$ cat src/rtl/vexp_pkg.sv
package vexp_pkg;
  typedef enum logic [1:0] {ST_IDLE, ST_RUN, ST_FIN} seqStateT;

  // Strobes from control to datapath
  typedef struct packed {
    logic load;  // capture a new instruction
    logic step;  // current element handed over, move past it
  } dpStrobeT;
endpackage

$ cat src/rtl/vexp_opnd_map.sv
// Maps an element index to a physical register and subword bit range
module vexp_opnd_map #(
  parameter int XLEN  = 32,
  parameter int REG_W = 5,
  parameter int IDX_W = 7,
  parameter int XLOG  = $clog2(XLEN),
  parameter int ELW   = $clog2(XLOG + 1)
) (
  input  logic [REG_W-1:0] base,
  input  logic             isVec,
  input  logic [IDX_W-1:0] elemIdx,
  input  logic [ELW-1:0]   elemLog,
  output logic [REG_W-1:0] physReg,
  output logic [XLOG-1:0]  bitLo,
  output logic [XLOG-1:0]  bitHi
);
  logic [ELW-1:0]   multLog;
  logic [IDX_W-1:0] effIdx;
  logic [IDX_W-1:0] regOff;
  logic [IDX_W-1:0] slot;
  logic [XLOG:0]    loWide;
  logic [XLOG:0]    hiWide;

  always_comb begin
    multLog = ELW'(XLOG) - elemLog;
    effIdx  = isVec ? elemIdx : '0;
    regOff  = effIdx >> multLog;
    slot    = effIdx & ((IDX_W'(1) << multLog) - IDX_W'(1));
    loWide  = (XLOG + 1)'(slot) << elemLog;
    hiWide  = loWide + (((XLOG + 1)'(1)) << elemLog) - (XLOG + 1)'(1);
    physReg = base + REG_W'(regOff);
    bitLo   = loWide[XLOG-1:0];
    bitHi   = hiWide[XLOG-1:0];
  end
endmodule

$ cat src/rtl/vexp_ctrl.sv
module vexp_ctrl
  import vexp_pkg::*;
(
  input  logic     clk,
  input  logic     rst,
  input  logic     inValid,
  input  logic     outReady,
  input  logic     hasNext,
  input  logic     excFlag,
  output logic     inReady,
  output logic     outValid,
  output logic     done,
  output logic     trap,
  output dpStrobeT strobe
);
  seqStateT state, stateNxt;

  always_comb begin
    inReady     = (state == ST_IDLE);
    outValid    = (state == ST_RUN) && hasNext && !excFlag;
    done        = (state == ST_FIN);
    trap        = (state == ST_FIN) && excFlag;
    strobe.load = inReady && inValid;
    strobe.step = outValid && outReady;
    stateNxt    = state;
    unique case (state)
      ST_IDLE: if (inValid) stateNxt = ST_RUN;
      ST_RUN:  if (excFlag || !hasNext) stateNxt = ST_FIN;
      ST_FIN:  stateNxt = ST_IDLE;
      default: stateNxt = ST_IDLE;
    endcase
  end

  always_ff @(posedge clk) begin
    if (rst) state <= ST_IDLE;
    else     state <= stateNxt;
  end
endmodule

$ cat src/rtl/vexp_dp.sv
module vexp_dp
  import vexp_pkg::*;
#(
  parameter int XLEN      = 32,
  parameter int REG_W     = 5,
  parameter int OP_W      = 8,
  parameter int MAX_ELEMS = 64,
  parameter int RLEN_W    = 5,
  parameter int XLOG      = $clog2(XLEN),
  parameter int IDX_W     = $clog2(MAX_ELEMS + 1),
  parameter int ELW       = $clog2(XLOG + 1)
) (
  input  logic                       clk,
  input  logic                       rst,
  input  dpStrobeT                   strobe,
  input  logic [OP_W-1:0]            inOp,
  input  logic [2:0][REG_W-1:0]      inBase,
  input  logic [2:0]                 inVec,
  input  logic [RLEN_W-1:0]          inRdLen,
  input  logic [RLEN_W-1:0]          inRs1Len,
  input  logic [RLEN_W-1:0]          inRs2Len,
  input  logic [2:0]                 inWidth,
  input  logic [IDX_W-1:0]           inActLen,
  input  logic [MAX_ELEMS-1:0]       inPred,
  output logic                       hasNext,
  output logic                       excFlag,
  output logic [OP_W-1:0]            outOp,
  output logic [IDX_W-1:0]           outIdx,
  output logic [2:0][REG_W-1:0]      opReg,
  output logic [2:0][XLOG-1:0]       opLo,
  output logic [2:0][XLOG-1:0]       opHi
);
  // Captured instruction
  logic [OP_W-1:0]        opQ;
  logic [2:0][REG_W-1:0]  baseQ;
  logic [2:0]             vecQ;
  logic [ELW-1:0]         elemLogQ;
  logic [IDX_W-1:0]       cntQ;
  logic [MAX_ELEMS-1:0]   predQ;
  logic                   passQ;
  logic                   excQ;
  logic [IDX_W-1:0]       cursor;

  // Decode of the offered instruction
  logic                   codeOk;
  logic [ELW-1:0]         elemLogIn;
  logic                   passIn;
  logic                   excIn;
  logic [RLEN_W-1:0]      srcLen;
  logic [IDX_W-1:0]       cntIn;
  logic [IDX_W-1:0]       cntEff;
  logic [IDX_W-1:0]       nextIdx;

  always_comb begin
    codeOk    = (inWidth != 3'd0) && ((int'(inWidth) + 2) <= XLOG);
    elemLogIn = codeOk ? ELW'(int'(inWidth) + 2) : ELW'(XLOG);
    passIn    = !(|inVec) && !codeOk;
    srcLen    = inVec[1] ? inRs1Len : inRs2Len;
    excIn     = (inVec[1] && inVec[2] && (inRs1Len != inRs2Len)) ||
                (inVec[0] && (inVec[1] || inVec[2]) && (inRdLen < srcLen));
    cntIn     = (inActLen > IDX_W'(MAX_ELEMS)) ? IDX_W'(MAX_ELEMS) : inActLen;
  end

  always_ff @(posedge clk) begin
    if (rst) begin
      opQ      <= '0;
      baseQ    <= '0;
      vecQ     <= '0;
      elemLogQ <= ELW'(XLOG);
      cntQ     <= '0;
      predQ    <= '0;
      passQ    <= 1'b0;
      excQ     <= 1'b0;
      cursor   <= '0;
    end else if (strobe.load) begin
      opQ      <= inOp;
      baseQ    <= inBase;
      vecQ     <= inVec;
      elemLogQ <= elemLogIn;
      cntQ     <= cntIn;
      predQ    <= inPred;
      passQ    <= passIn;
      excQ     <= excIn;
      cursor   <= '0;
    end else if (strobe.step) begin
      cursor   <= nextIdx + IDX_W'(1);
    end
  end

  // Lowest enabled element at or above the cursor, found in one cycle
  always_comb begin
    cntEff  = passQ ? IDX_W'(1) : cntQ;
    hasNext = 1'b0;
    nextIdx = '0;
    for (int k = MAX_ELEMS - 1; k >= 0; k--) begin
      if ((IDX_W'(k) < cntEff) && (IDX_W'(k) >= cursor) && (passQ || predQ[k])) begin
        hasNext = 1'b1;
        nextIdx = IDX_W'(k);
      end
    end
  end

  assign excFlag = excQ;
  assign outOp   = opQ;
  assign outIdx  = nextIdx;

  for (genvar g = 0; g < 3; g++) begin : g_opnd
    vexp_opnd_map #(
      .XLEN (XLEN),
      .REG_W(REG_W),
      .IDX_W(IDX_W)
    ) u_map (
      .base   (baseQ[g]),
      .isVec  (vecQ[g]),
      .elemIdx(nextIdx),
      .elemLog(elemLogQ),
      .physReg(opReg[g]),
      .bitLo  (opLo[g]),
      .bitHi  (opHi[g])
    );
  end
endmodule

$ cat src/rtl/vexp_seq.sv
module vexp_seq
  import vexp_pkg::*;
#(
  parameter int XLEN      = 32,
  parameter int REG_W     = 5,
  parameter int OP_W      = 8,
  parameter int MAX_ELEMS = 64,
  parameter int RLEN_W    = 5,
  localparam int XLOG     = $clog2(XLEN),
  localparam int IDX_W    = $clog2(MAX_ELEMS + 1)
) (
  input  logic                 clk,
  input  logic                 rst,
  input  logic                 inValid,
  output logic                 inReady,
  input  logic [OP_W-1:0]      inOp,
  input  logic [REG_W-1:0]     inRd,
  input  logic [REG_W-1:0]     inRs1,
  input  logic [REG_W-1:0]     inRs2,
  input  logic                 inRdVec,
  input  logic                 inRs1Vec,
  input  logic                 inRs2Vec,
  input  logic [RLEN_W-1:0]    inRdLen,
  input  logic [RLEN_W-1:0]    inRs1Len,
  input  logic [RLEN_W-1:0]    inRs2Len,
  input  logic [2:0]           inWidth,
  input  logic [IDX_W-1:0]     inActLen,
  input  logic [MAX_ELEMS-1:0] inPred,
  output logic                 outValid,
  input  logic                 outReady,
  output logic [OP_W-1:0]      outOp,
  output logic [IDX_W-1:0]     outIdx,
  output logic [REG_W-1:0]     outRdReg,
  output logic [XLOG-1:0]      outRdLo,
  output logic [XLOG-1:0]      outRdHi,
  output logic [REG_W-1:0]     outRs1Reg,
  output logic [XLOG-1:0]      outRs1Lo,
  output logic [XLOG-1:0]      outRs1Hi,
  output logic [REG_W-1:0]     outRs2Reg,
  output logic [XLOG-1:0]      outRs2Lo,
  output logic [XLOG-1:0]      outRs2Hi,
  output logic                 done,
  output logic                 trap
);
  dpStrobeT              strobe;
  logic                  hasNext;
  logic                  excFlag;
  logic [2:0][REG_W-1:0] opReg;
  logic [2:0][XLOG-1:0]  opLo;
  logic [2:0][XLOG-1:0]  opHi;

  vexp_ctrl u_ctrl (
    .clk     (clk),
    .rst     (rst),
    .inValid (inValid),
    .outReady(outReady),
    .hasNext (hasNext),
    .excFlag (excFlag),
    .inReady (inReady),
    .outValid(outValid),
    .done    (done),
    .trap    (trap),
    .strobe  (strobe)
  );

  vexp_dp #(
    .XLEN     (XLEN),
    .REG_W    (REG_W),
    .OP_W     (OP_W),
    .MAX_ELEMS(MAX_ELEMS),
    .RLEN_W   (RLEN_W)
  ) u_dp (
    .clk     (clk),
    .rst     (rst),
    .strobe  (strobe),
    .inOp    (inOp),
    .inBase  ({inRs2, inRs1, inRd}),
    .inVec   ({inRs2Vec, inRs1Vec, inRdVec}),
    .inRdLen (inRdLen),
    .inRs1Len(inRs1Len),
    .inRs2Len(inRs2Len),
    .inWidth (inWidth),
    .inActLen(inActLen),
    .inPred  (inPred),
    .hasNext (hasNext),
    .excFlag (excFlag),
    .outOp   (outOp),
    .outIdx  (outIdx),
    .opReg   (opReg),
    .opLo    (opLo),
    .opHi    (opHi)
  );

  assign outRdReg  = opReg[0];
  assign outRdLo   = opLo[0];
  assign outRdHi   = opHi[0];
  assign outRs1Reg = opReg[1];
  assign outRs1Lo  = opLo[1];
  assign outRs1Hi  = opHi[1];
  assign outRs2Reg = opReg[2];
  assign outRs2Lo  = opLo[2];
  assign outRs2Hi  = opHi[2];
endmodule

$ cat config.mk
export PLATFORM = sky130hd
export DESIGN_NAME = vexp_seq
export DESIGN_NICKNAME = d
export VERILOG_FILES = /design/src/rtl/vexp_pkg.sv /design/src/rtl/vexp_opnd_map.sv /design/src/rtl/vexp_ctrl.sv /design/src/rtl/vexp_dp.sv /design/src/rtl/vexp_seq.sv
export SDC_FILE = /design/constraint.sdc
export NUM_CORES = 1
export LEC_CHECK = 0
export BUFFER_PORTS_ARGS = -buffer_cell sky130_fd_sc_hd__buf_2
export CAP_MARGIN = 10
export CORE_MARGIN = 2
export CORE_UTILIZATION = 45
export DETAILED_ROUTE_END_ITERATION = 6
export GPL_TIMING_DRIVEN = 0
export PLACE_DENSITY = 0.77
export SYNTH_ARGS = -nofsm -noshare
export SYNTH_HDL_FRONTEND = slang
export SYNTH_SLANG_ARGS = --single-unit
$ cat constraint.sdc
create_clock -name clk -period 7.8 [get_ports clk]
set_input_delay 1.56 -clock clk [delete_from_list [all_inputs] [get_ports clk]]
set_output_delay 1.56 -clock clk [all_outputs]
set_load 0.005 [all_outputs]
=== Word level (Yosys, flattened, before mapping) ===
Index checks and enable logic that the tools add are counted.
Widths: inputs -> output; s select.

* Register bits after elaboration: 111
* Input bits: 119
* Output and inout bits: 64
* Logic and storage cells: 525

* Add/subtract/negate cells: 13
* Magnitude comparators: 131
* Equal/unequal tests: 5
* Shift-type cells: 8
* Multiplexer cells: 138
* Bitwise gates (word level): 3
* Reduce and logical (&&, ||, !) cells: 215

{| class="wikitable"
|+ Operator list
! kind !! number
|-
| $mux 6 || 67
|-
| $ge 6x7->1 const A || 32
|-
| $lt 6x7->1 const A || 32
|-
| $logic_and 1x1->1 || 139
|-
| $ge 5x7->1 const A || 16
|-
| $lt 5x7->1 const A || 16
|-
| $logic_or 1x1->1 || 67
|-
| $mux 1 || 64
|-
| $ge 4x7->1 const A || 8
|-
| $lt 4x7->1 const A || 8
|-
| $le 32x4->1 const B || 1
|-
| $add 5x5->5 || 6
|-
| $ge 3x7->1 const A || 4
|-
| $lt 3x7->1 const A || 4
|-
| $and 6x6->6 || 3
|-
| $shl 6x3->5 || 3
|-
| $shr 6x3->5 || 3
|-
| $sub 5x1->5 const B || 3
|-
| $ge 1x7->1 const A || 2
|-
| $ge 2x7->1 const A || 2
|-
| $lt 1x7->1 const A || 2
|-
| $lt 2x7->1 const A || 2
|-
| $mux 7 || 2
|-
| $add 6x1->7 const B || 1
|-
| 21 further kinds || 26
|}

=== Depth between registers and ports, before layout ===
* Word-level depth: 73
* Gate-level depth with buffers: 25
* Gate-level depth less buffers: 19

=== Hierarchy ===
From an unflattened synthesis, not the netlist that was laid out.

* Cells, all modules: 1,187
* Area total of the unflattened synthesis: 9,833.2 µm²

{| class="wikitable"
|+ By module, submodules not included
! module !! times used !! cells an instance !! area an instance (µm²) !! sequential area each (µm²)
|-
| vexp_dp || 1 || 859 || 7,225.7 || 2,182.1
|-
| vexp_opnd_map at u_dp.g_opnd[0].u_map ... || 2 || 106 || 837.1 || 0.0
|-
| vexp_opnd_map at u_dp.g_opnd[2].u_map || 1 || 103 || 812.0 || 0.0
|-
| vexp_ctrl || 1 || 13 || 121.4 || 40.0
|}

=== Worst setup path after synthesis ===
OpenSTA, ideal clock, no wires.

* Kind: register -> output
* From: reg u_dp.cntQ[6]
* To: out outRs2Reg[4]
* Data arrival time: 4.651 ns
* Setup slack: 1.589 ns
* Stages on the path, launching flop included: 18
* Buffers on the path: 1
* Cell sequence: dfxtp_1 -> buf_6 -> or3b_4 -> o311a_1 -> a32o_1 -> or3_1 -> or4b_1 -> or4_4 -> nand2b_2 -> inv_1 -> mux4_2 -> a22o_1 -> ha_1 -> fa_1 -> a21o_1 -> a21oi_1 -> xnor2_1 -> xnor2_1

* Longest elaborated chain between the ends: 71
* Elaborated cells between the ends (all ways): 260
* Those cells by class: 1 x add/sub; 64 x order compare; 1 x shift; 66 x mux; 128 x reduce/logical

{| class="wikitable"
|+ Ends and longest elaborated chain
! what !! line !! RTL
|-
| from (decl) || vexp_dp.sv:38 || <nowiki>logic [IDX_W-1:0] cntQ;</nowiki>
|-
| from (signal assigned) || vexp_dp.sv:80 || <nowiki>cntQ <= cntIn;</nowiki>
|-
| $mux 7 * || vexp_dp.sv:92 || <nowiki>cntEff = passQ ? IDX_W'(1) : cntQ;</nowiki>
|-
| $lt 6x7->1 || vexp_dp.sv:96 || <nowiki>if ((IDX_W'(k) < cntEff) && (IDX_W'(k) >= cursor) && (passQ || predQ[k])) begin</nowiki>
|-
| $logic_and 1x1->1 (2 in a row) || vexp_dp.sv:96 ||
|-
| $mux 6 (63 in a row) || vexp_dp.sv:96 ||
|-
| $mux 6 * || vexp_dp.sv:96 ||
|-
| via outIdx[5] || vexp_seq.sv:32 || <nowiki>output logic [IDX_W-1:0] outIdx,</nowiki>
|-
| $mux 6 * || vexp_opnd_map.sv:26 || <nowiki>effIdx = isVec ? elemIdx : '0;</nowiki>
|-
| $shr 6x3->5 * || vexp_opnd_map.sv:27 || <nowiki>regOff = effIdx >> multLog;</nowiki>
|-
| $add 5x5->5 * || vexp_opnd_map.sv:31 || <nowiki>physReg = base + REG_W'(regOff);</nowiki>
|-
| to (decl) || vexp_seq.sv:39 || <nowiki>output logic [REG_W-1:0] outRs2Reg,</nowiki>
|}

The timed path passes the listed nets; every way through them passes the cells marked *.

=== Worst setup path in the final report ===
* From: reg u_dp.passQ
* To: out outRs2Reg[4]

* Longest elaborated chain between the ends: 71
* Elaborated cells between the ends (all ways): 324
* Those cells by class: 1 x add/sub; 64 x order compare; 1 x shift; 66 x mux; 192 x reduce/logical

{| class="wikitable"
|+ Ends and longest elaborated chain
! what !! line !! RTL
|-
| from (decl) || vexp_dp.sv:40 || <nowiki>logic passQ;</nowiki>
|-
| from (signal assigned) || vexp_dp.sv:82 || <nowiki>passQ <= passIn;</nowiki>
|-
| $mux 7 || vexp_dp.sv:92 ||
|-
| $lt 6x7->1 || vexp_dp.sv:96 ||
|-
| $logic_and 1x1->1 (2 in a row) || vexp_dp.sv:96 ||
|-
| $mux 6 (63 in a row) || vexp_dp.sv:96 ||
|-
| $mux 6 * || vexp_dp.sv:96 ||
|-
| $mux 6 * || vexp_opnd_map.sv:26 ||
|-
| $shr 6x3->5 * || vexp_opnd_map.sv:27 ||
|-
| $add 5x5->5 * || vexp_opnd_map.sv:31 ||
|}

Mark *: on every way between the ends. The rest lies on a longest branch, timed or not.

==> run summary <==
post-synthesis sequential area ratio - 0.2701
Post-Place Cell Area - 9414 µm²
setup violators final - 0
asr flop ratio synth - 0
WL/cell - 25.50 µm
CTS buffer count - 9
most frequent cells in the layout - 195 x buf_2, 110 x dfxtp_1, 101 x a22o_1, 69 x nor2_1
predominant post-synthesis flop cell - dfxtp_1
VDD IR max - 0.1855 mV
worst hold path class - reg -> reg
Clock Path Buffers - 2
chip height - 139.2 µm
Syn Inst Count - 991
syn_nets - 1157
Routed Antenna Nets - 0
post-synthesis cell area - 8227 µm²
Critical Path Fanout Max - 10
initial core utilization - 0.4580
post-DP HPWL - 28540 µm
Startpoint Class - flip-flop
CP required - 6240 ps
slew margin rel. - 0.3340
drt total wl - 36190 µm
die area - 19380 µm²
Ant. Diodes - 0
post-synth cell types - 94
drt first pass iters - 6
first-pass GRT wire length - 53720 µm
clk root buf - clkbuf_16
fmax - 129.2 MHz
outcome - complete, no violations
IO Count - 183
fin nets - 1351
synth warn - 0
final number of hold-violating endpoints - 0
row count - 49
PD cells - 234.0 nW/µm²
CP Data Arrival Time - 6180 ps
worst slew pin tran - 999.0 ps
Max Slew Vio Count - 0
die width - 139.2 µm
RD Place Congestion - 1.026
CTS tree - yes
syn avg cell area - 8.301 µm²
most common cell after layout, fill and taps aside - buf_2
Clock Latency Late Sink - 380 ps
Initial DRC Count - 1062
Synth Register Bits - 111
vias - 9316
largest net degree at the start of global routing - 22
Area Growth Syn to Fin - 20.88%
worst hold slack - 469.8 ps
# clock sinks - 111
post-layout util - 0.5536
Post-Place Cells - 1400
leakage - 4.517 nW
Post-CTS Hold Buffers - 0
number of global-route vias before repair - 8876
GRT Util Overall - 0.3633
Final Non-Filler Cells - 1419
# Max-Cap Violations - 0
share of layout cells above drive strength 1 - 0.2420
period utilization - 0.9920
H-tree lvl count - 3
vias per inst - 6.565
fillers - 1686
core area - 17960 µm²
critical path class - reg -> out
DRC viols - 0
Finished Cell Area - 9945 µm²
Post-synth EDFFs - 0
global route overflow - 0
clk slew on worst S/H paths - 90 ps
RSZ-0062 raised after global routing - true
Tmin final - 7738 ps
port buffer count - 180
initial antenna violation count - 0
Layout Skew - 16.26 ps
CP endpoint kind - output pin
==> area by class of cell <==
type / count / area [µm²] / area share
Clock buffer: 10 / 239.0 / 0.02403
Timing Repair Buffer: 184 / 930.9 / 0.09361
Buffer: 72 / 339.1 / 0.03410
Inverter: 50 / 187.7 / 0.01887
Multi-Input combinational cell: 757 / 5673 / 0.5705
Tap cell: 229 / 286.5 / 0.02881
Clock inverter: 6 / 65.06 / 0.006543
Sequential cell: 111 / 2223 / 0.2236
==> cell families (layout without fill, tap and decap cells) <==
family,Yosys count,in the layout,synth area share
compound gates,347,347,0.3282
xor+xnor,30,30,0.03194
fa+ha+maj,47,47,0.07696
buf+inv,123,322,0.06129
flops,111,111,0.2701
mux,10,10,0.01369
other cells,1,1,0.0004558
simple gates,322,322,0.2173
==> layer usage <==
| metal | part of all wire | vias up | global-route usage |
|---|---|---|---|
| met3 | 0.11 | 95 | 0.09635 |
| met5 | 0 | - | 0 |
| met1 | 0.44 | 4498 | 0.5148 |
| met2 | 0.42 | 573 | 0.5276 |
| met4 | 0.038 | 0 | 0.1377 |
| li1 | - | 4150 | - |
==> critical path: stages, from the launching register on <==
cell and delay [ps]:
dfxtp_2 370, clkbuf_4 210, nor3b_2 230, buf_2 330, nand3_1 190, a32o_1 370
or3_1 370, or4b_1 630, or4_4 470, nand2b_2 130, inv_1 130, mux4_2 530
a22o_1 220, ha_1 210, fa_1 400, a21o_1 170, a21oi_1 370, xnor2_1 190
xnor2_1 130, buf_2 120
==> registers in the layout, summed over array words and instances (netlist names) <==
register / flops
u_dp.cursor: 7
u_dp.excFlag: 1
u_dp.outOp: 8
u_dp.baseQ: 15
u_dp.predQ: 64
u_dp.passQ: 1
u_dp.elemLogQ: 3
u_ctrl.state: 2
u_dp.cntQ: 7
u_dp.vecQ: 3
==> power breakdown <==
group          internal [mW]  switching, mW  total, mW
Combinational          0.426          0.702       1.13
Clock                  0.237          0.247      0.484
Sequential             0.640         0.0752      0.715
==> cell usage after synthesis, types with 8 or more instances <==
master | n | area [µm²]
nand4_1 | 9 | 56.30
dfxtp_1 | 111 | 2222
a21oi_1 | 32 | 160.2
o211ai_1 | 14 | 105.1
ha_1 | 41 | 513.0
buf_2 | 16 | 80.08
nand2b_1 | 12 | 75.07
clkbuf_1 | 48 | 180.2
and2_1 | 24 | 150.1
nor3_1 | 16 | 80.08
a21o_1 | 14 | 105.1
o2111a_1 | 8 | 90.09
a31oi_1 | 10 | 62.56
inv_1 | 49 | 183.9
a22o_1 | 101 | 884.6
a211oi_1 | 16 | 120.1
mux2i_1 | 9 | 90.09
or2_2 | 11 | 68.82
nor2b_1 | 19 | 118.9
o21a_1 | 12 | 90.09
o2111ai_1 | 14 | 122.6
nor2_1 | 71 | 266.5
o21ai_0 | 40 | 200.2
nand2_1 | 49 | 183.9
and3_1 | 21 | 131.4
xnor2_1 | 24 | 210.2
nand3_1 | 34 | 170.2
==> what timing repair did <==
action                                  4_1_cts  5_1_grt
resized for setup                             9       49
endpoints found under the setup margin        8        8
pin swaps                                     0        2
setup buffers                                 3        1
gates cloned                                  0        0
==> final timing paths <==
check	start	end	slack [ps]	cells after the start
min	u_ctrl.state[1]	u_ctrl.state[1]	470	1
min reg2reg	u_ctrl.state[1]	u_ctrl.state[1]	470	1
max	u_dp.passQ	outRs2Reg[4]	60	19
max reg2reg	u_dp.cntQ[0]	u_dp.cursor[4]	2870	15
==> metrics by stage <==
step | power (mW) | TNS (ps) | worst slack (ps)
after floorplan | 1.365 | 0 | 1589
after global placement | 1.769 | -311.1 | -247.8
after detailed placement | 1.771 | -249.9 | -203.2
after CTS | 2.256 | 0 | 1.244
after global routing | 2.432 | -32.57 | -19.72
final | 2.327 | 0 | 62.10
Power figures use the tool's default switching activity.
